### src/rtl/rpc_pkg.sv
// Package: shared types for the request parity checker.
// Assumes: a request always spans exactly two sub-phases.
package rpc_pkg;
    typedef enum logic {
        PH_ONE = 1'b0,
        PH_TWO = 1'b1
    } phase_e;
endpackage

### src/rtl/rpc_outstage.sv
// Module: rpc_outstage
// Registers the result for each captured sub-phase on the clock after its
// data. In generator mode it drives parity. In checker mode it compares
// received parity and reports errors. Assumes par_in_n lags its data by one clock.
module rpc_outstage
    import rpc_pkg::*;
(
    input  logic       clk,
    input  logic       rst_n,
    input  logic       gen_mode,
    input  logic       cap_vld,
    input  phase_e     cap_phase,
    input  logic [1:0] exp_par,
    input  logic [1:0] par_in_n,
    output logic [1:0] par_out_n,
    output logic       par_out_en,
    output logic [1:0] err_bits,
    output logic       err_phase,
    output logic       err_pulse
);
    logic [1:0] mismatch;

    // Per-bit compare of received against computed parity.
    for (genvar i = 0; i < 2; i++) begin : g_cmp
        assign mismatch[i] = exp_par[i] ^ par_in_n[i];
    end

    // Generate or check the held sub-phase, then go idle.
    always_ff @(posedge clk) begin
        if (!rst_n) begin
            par_out_n  <= 2'b11;
            par_out_en <= 1'b0;
            err_bits   <= 2'b00;
            err_phase  <= 1'b0;
            err_pulse  <= 1'b0;
        end else if (cap_vld && gen_mode) begin
            par_out_n  <= exp_par;
            par_out_en <= 1'b1;
            err_bits   <= 2'b00;
            err_phase  <= 1'b0;
            err_pulse  <= 1'b0;
        end else if (cap_vld) begin
            par_out_n  <= 2'b11;
            par_out_en <= 1'b0;
            err_bits   <= mismatch;
            err_phase  <= (cap_phase == PH_TWO);
            err_pulse  <= |mismatch;
        end else begin
            par_out_n  <= 2'b11;
            par_out_en <= 1'b0;
            err_bits   <= 2'b00;
            err_phase  <= 1'b0;
            err_pulse  <= 1'b0;
        end
    end


    pulse_matches_bits_chk: assert property (@(posedge clk) disable iff (!rst_n)
        err_pulse == (err_bits != 2'b00));

    pulse_after_check_chk: assert property (@(posedge clk) disable iff (!rst_n)
        (cap_vld == 1'b0) |=> (err_pulse == 1'b0 && err_phase == 1'b0));

    gen_quiet_chk: assert property (@(posedge clk) disable iff (!rst_n)
        par_out_en |-> (err_bits == 2'b00));

    idle_lines_chk: assert property (@(posedge clk) disable iff (!rst_n)
        !par_out_en |-> (par_out_n == 2'b11));
endmodule

### config.mk
export PLATFORM = sky130hd
export DESIGN_NAME = rpc_outstage
export DESIGN_NICKNAME = d
export VERILOG_FILES = /design/src/rtl/rpc_pkg.sv /design/src/rtl/rpc_outstage.sv
export SDC_FILE = /design/constraint.sdc
export NUM_CORES = 1
export LEC_CHECK = 0
export BUFFER_PORTS_ARGS = -buffer_cell sky130_fd_sc_hd__buf_2
export CORE_AREA = 2 2 39 41
export CTS_CLUSTER_DIAMETER = 100
export CTS_CLUSTER_SIZE = 24
export DETAILED_ROUTE_END_ITERATION = 8
export DIE_AREA = 0 0 41 43
export PLACE_DENSITY = 0.38
export SYNTH_ARGS = -nofsm -noshare
export SYNTH_HDL_FRONTEND = slang
export SYNTH_SLANG_ARGS = --single-unit
### constraint.sdc
create_clock -name clk -period 0.8 [get_ports clk]
set_clock_uncertainty 0.2 [all_clocks]
set_input_delay 0.12 -clock clk [delete_from_list [all_inputs] [get_ports clk]]
set_output_delay 0.12 -clock clk [all_outputs]
set_load 0.005 [all_outputs]
After elaboration in Yosys (flattened, before gate mapping)
Cells that the tools add are included.
- bits in registers: 7
- bits of input ports: 9
- output and inout bits: 7
- multiplexer cells: 1
- bitwise gates (word level): 4
- reductions and logical operators: 4
- operator list (kind ; count):
    $reduce_or 3->1 ; 1
    $not 1->1 ; 2
    $reduce_and 2->1 ; 1
    $reduce_or 2->1 ; 1
    $xor 1x1->1 ; 2
    $logic_and 1x1->1 ; 1
    $mux 1 ; 1

Logic depth before layout (Yosys ltp)
Gate-level depths: netlist of run 1.
- depth in word-level cells: 2
- mapped depth: 2

Worst setup path after synthesis of run 1
Ideal clock, no wire load.
- path kind: in2reg
- start: in gen_mode
- end: reg err_pulse
- arrival: 414 ps
- path slack: 116 ps
- stages: 2
- path buffers: 0
- cell sequence: nand3b_1 > a21oi_1
- cells in the longest elaborated chain, start to end: 2
- RTL lines (what ; line ; source):
    start, declared ; rpc_outstage.sv:10 ; input logic gen_mode,
    $logic_and 1x1->1 ; rpc_outstage.sv:36 ; end else if (cap_vld && gen_mode) begin
    $reduce_or 3->1 (no line) ; n/a ;
    end signal, assigned ; rpc_outstage.sv:47 ; err_pulse <= |mismatch;
    end, declared ; rpc_outstage.sv:19 ; output logic err_pulse
Every way passes these cells.
A chain may end at the register's enable or synchronous reset.

Worst setup path in the final report of run 1
- start: reg par_out_n[1]
- end: out par_out_n[1]
- RTL lines (what ; line ; source):
    start, declared ; rpc_outstage.sv:15 ; output logic [1:0] par_out_n,
    start signal, assigned ; rpc_outstage.sv:37 ; par_out_n <= exp_par;
No word-level cell between the ends.

==> run metrics, run 1 <==
first-pass GRT wire length 641 µm; status finished with violations; total negative slack -1.18 ns; Netlist cell types 8; path type of the worst setup path reg2out; DRT iter0 DRCs 0; row cnt 14; final setup margin -0.177 ns; Finish-stage setup viols 7; Top Ports 16; delay-heaviest family, CP flip-flops; Setup Fix Bufs, Post-CTS 0; Via density 3.34; cell with the largest stage delay on the worst path dfxtp_1; final period utilization 122%; Max clock buf depth 2; LEAKAGE 0.162 nW; Pre-antenna DRT Iters 1; Pwr per Cell Area 2180 nW/µm²; Die ar. 1760 µm²; post-route ant nets 0; Final Max Tran Viols 0; largest area contributor in the netlist dfxtp_1; Core Area 1380 µm²; worst rel slew slack 86.6%; die height 43 µm; Min Hold Slack -0.120 ns; WP data arrival 0.66 ns; Max rail drop VDD 0.676 mV; root buffer cell clkbuf_4; share of layout cells above drive strength 1 54.1%; buffers added on ports 15; via count 177; Tot GR Track Use 6.16%; Routed WL 416 µm; Hold Violations, Final 6; RSZ-0062 raised after global routing yes; H-tree depth 1; nets 47; Worst path max stage delay 0.30 ns; global route overflow 0; routed length per instance 7.85 µm; clk slew on worst S/H paths 0.05 ns; CP startpoint par_out_n[1]; Synth Register Bits 7; largest net degree at the start of global routing 5; CP Buf/Inv Count 1; top cell type's share of synthesized area 68.3%; failing checks negative hold slack, negative setup slack; HP Class in2reg; Cell Chain, Critical Path buf_2; # diodes 0; number of global-route vias before repair 179; busiest grt layer met2; clock sink total 7; CTS tree built; syn avg cell area 11.4 µm²; Die X 41 µm; DR DRC count 0; routing usage on met1 3.93%; largest cells by area after synthesis dfxtp_1, xnor2_1, nand2b_1; Worst-Margin Slew 0.200 ns; routability cong. 0.612; CTS Buf Count 3; initial antenna violation count 0; syn_nets 27; area delta synth->final 62.8%; Crit path depth 1; CP endpoint par_out_n[1]; met3 usage 7.33%; startpoint types flop; Critical Path RT 0.48 ns; utilization after layout 24.1%; Tmin final 0.977 ns; crit-path max FO 1; synthesized instance count 18; sequential area share after synthesis 68.3%; CP Capture Type primary output; yosys warns 0; met2 Usage GRT 8.13%; Initial Util 14.8%; MaxCap Viol Count 0; fill cell count 150; fmax 1020 MHz; synthesized cell area 205 µm²
[cells in the final DEF, fill, tap and decap left out, drive strengths merged]
cell,count
a21oi,1
and3,1
buf,15
clkbuf,4
dfxtp,7
inv,1
nand2b,2
nand3b,1
nor2,3
xnor2,2
[cells by family (layout without fill, tap and decap cells)]
| group | Yosys count | count (layout) | share of synthesized area, % |
|---|---|---|---|
| buf+inv | 1 | 20 | 1.83 |
| xor+xnor | 2 | 2 | 8.54 |
| simple gates | 7 | 7 | 18.9 |
| flops | 7 | 7 | 68.3 |
| compound gates | 1 | 1 | 2.44 |
[state kept, by name, summed over array words and instances (netlist names)]
register	flops
par_out_en	1
err_bits	2
err_pulse	1
err_phase	1
par_out_n	2
[what timing repair did]
| item | CTS | global route |
|---|---|---|
| endpoints found under the setup margin | 7 | 7 |
| gates resized for setup | 0 | 2 |
| hold endpoints to repair | 6 | 6 |
[layout make-up]
cell class | instances | area (µm²) | share of cell area (%)
Inverter | 1 | 3.75 | 1.12
Timing Repair Buffer | 15 | 81.3 | 24.3
Clock buffer | 4 | 26.3 | 7.87
Multi-Input combinational cell | 10 | 61.3 | 18.4
Tap cell | 16 | 20.0 | 5.99
Sequential cell | 7 | 141 | 42.3
[per-layer routing]
layer	share of wire, %	vias to the layer above
met2	39	16
met1	38	66
met3	21	2
met5	0	-
li1	-	93
met4	1.9	0
[worst min path at each step]
stage	start	endpoint	slack, ns	depth (start not counted)
global placement	exp_par[0]	par_out_n[0]	0.13	2
global route	exp_par[1]	par_out_n[1]	-0.13	2
CTS	exp_par[1]	par_out_n[1]	-0.12	2
finish	exp_par[1]	par_out_n[1]	-0.12	2
detailed placement	exp_par[0]	par_out_n[0]	0.14	2
floorplan	exp_par[0]	par_out_n[0]	0.02	1
[cell usage after synthesis]
master and count:
and3_2 1, nor2_1 3, inv_1 1, nand3b_1 1
xnor2_1 2, dfxtp_1 7, a21oi_1 1, nand2b_1 2
[through the flow]
step | hold slack [ns] | cells | setup WS, ns | area (µm²) | power (mW)
finish | -0.120 | 53 | -0.177 | 334 | 0.729
global route | -0.125 | 53 | -0.218 | 334 | 0.790
CTS | -0.124 | 53 | -0.192 | 327 | 0.743
detailed placement | 0.140 | 49 | -0.0504 | 300 | 0.431
global placement | 0.134 | 49 | -0.0310 | 300 | 0.430
floorplan | 0.0215 | 18 | 0.116 | 205 | 0.394
[power breakdown]
part	internal [mW]	total, mW	switching, mW	leakage, nW
clock network	0.189	0.303	0.113	0.0150
registers	0.362	0.364	0.00275	0.0576
logic	0.0367	0.0621	0.0254	0.0898
total	0.588	0.729	0.142	0.162
No activity file was read; power rests on OpenSTA's default activity.
==> run 2: changes to the inputs <==
==> constraint.sdc (replaced) <==
create_clock -name clk -period 0.8 [get_ports clk]
set_clock_uncertainty 0.2 [all_clocks]
set_input_delay 0.12 -clock clk [delete_from_list [all_inputs] [get_ports clk]]
set_output_delay 0.12 -clock clk [all_outputs]
set_load 0.05 [all_outputs]
==> run metrics, run 2 (synthesis results as in run 1) <==
crit-path max FO 1; Final Max Tran Viols 0; RSZ-0062 raised after global routing yes; WP data arrival 0.72 ns; worst rel slew slack 86.3%; CTS tree built; CP Buf/Inv Count 1; via count 185; cell with the largest stage delay on the worst path dfxtp_2; first-pass GRT wire length 676 µm; routability cong. 0.598; Cell Chain, Critical Path buf_8; hold path depth 3; Routed WL 398 µm; final period utilization 130%; Critical Path RT 0.48 ns; share of layout cells above drive strength 1 70.3%; Die X 41 µm; failing checks negative hold slack, negative setup slack; H-tree depth 1; row cnt 14; fmax 960 MHz; Via density 3.49; DRT iter0 DRCs 3; path type of the worst setup path reg2out; Max clock buf depth 2; Tmin final 1.04 ns; Max rail drop VDD 0.382 mV; switching pwr 0.195 mW; utilization after layout 29.3%; CP Capture Type primary output; LEAKAGE 0.182 nW; initial antenna violation count 0; delay-heaviest family, CP flip-flops; Worst-Margin Slew 0.203 ns; root buffer cell clkbuf_4; buffers added on ports 15; clock sink total 7; dpl cell area 309 µm²; Initial Util 14.8%; Seq pwr share 46.0%; Die ar. 1760 µm²; design area 405 µm²; startpoint types flop; Pint 0.611 mW; Crit path depth 1; placed cells 49; Finish-stage setup viols 7; Tot GR Track Use 6.65%; Min Hold Slack -0.125 ns; final setup margin -0.241 ns; commonest non-fill, non-tap cells in the layout buf_2, dfxtp_2, buf_8; area delta synth->final 97.6%; # diodes 0; CTS Buf Count 3; fill cell count 149; Pwr per Cell Area 1990 nW/µm²; DR DRC count 0; routed length per instance 7.51 µm; die height 43 µm; Setup Fix Bufs, Post-CTS 0; sw frac 24.2%; status finished with violations; clock power share 38.9%; combinational power share 15.1%; largest net degree at the start of global routing 5; commonest non-fill, non-tap cell in the layout buf_2; Core Area 1380 µm²; HP Class in2reg; clk slew on worst S/H paths 0.05 ns; Hold Violations, Final 7; Finished Layout Cells 53; global route overflow 0; Pre-antenna DRT Iters 4; nets 47; Top Ports 16; Detail Placement HPWL 339 µm; Largest regs err_bits (2), par_out_n (2); Worst path max stage delay 0.33 ns; number of global-route vias before repair 182; MaxCap Viol Count 0; post-route ant nets 0
run 2: timing repair:
| action | 4_1_cts | 5_1_grt |
|---|---|---|
| setup endpoints to repair | 7 | 7 |
| endpoints found under the hold margin | 7 | 6 |
| gates resized for setup | 17 | 4 |
run 2: worst paths after layout:
kind              slack, ns       from   endpoint
hold / removal        -0.12  cap_phase  err_phase
setup / recovery      -0.24  err_phase  err_phase
run 2: final cells by class:
| cell class | count | area (µm²) | share of cell area, % |
|---|---|---|---|
| inverter | 1 | 3.75 | 0.926 |
| sequential | 7 | 149 | 36.7 |
| multi-input combinational | 10 | 61.3 | 15.1 |
| tap | 16 | 20.0 | 4.94 |
| clock buffer | 4 | 26.3 | 6.48 |
| timing repair buffer | 15 | 145 | 35.8 |
run 2: power by group through the flow:
stage	registers, mW	clock network [mW]	logic (mW)
after floorplan	0.414	0	0.0221
after global placement	0.372	0	0.0996
after detailed placement	0.372	0	0.101
after CTS	0.369	0.328	0.118
after global routing	0.370	0.357	0.130
final	0.370	0.313	0.122
run 2: stage by stage:
step           power [mW]  setup TNS [ns]  hold WS, ns  setup slack (ns)
2_1_floorplan       0.437               0       0.0214            0.0256
3_3_place_gp        0.471          -0.523        0.133           -0.0661
3_5_place_dp        0.472          -0.512        0.134           -0.0579
4_1_cts             0.815           -1.70       -0.129            -0.257
5_1_grt             0.857           -1.84       -0.130            -0.276
6_report            0.805           -1.62       -0.125            -0.241
run 2: routing by layer:
| metal | track usage (%) | wire length [µm] | vias to the layer above | part of all wire, % |
|---|---|---|---|---|
| met2 | 8.75 | 212 | 11 | 53 |
| met4 | 10.0 | 27 | 0 | 6.8 |
| met3 | 3.14 | 37 | 3 | 9.3 |
| met1 | 5.52 | 120 | 78 | 30 |
| met5 | 0 | 0 | - | 0 |
| li1 | - | - | 93 | - |
run 2: tightest hold or removal path: stages:
cell and delay (ns):
buf_2 0.09, inv_1 0.04, nor2_1 0.04
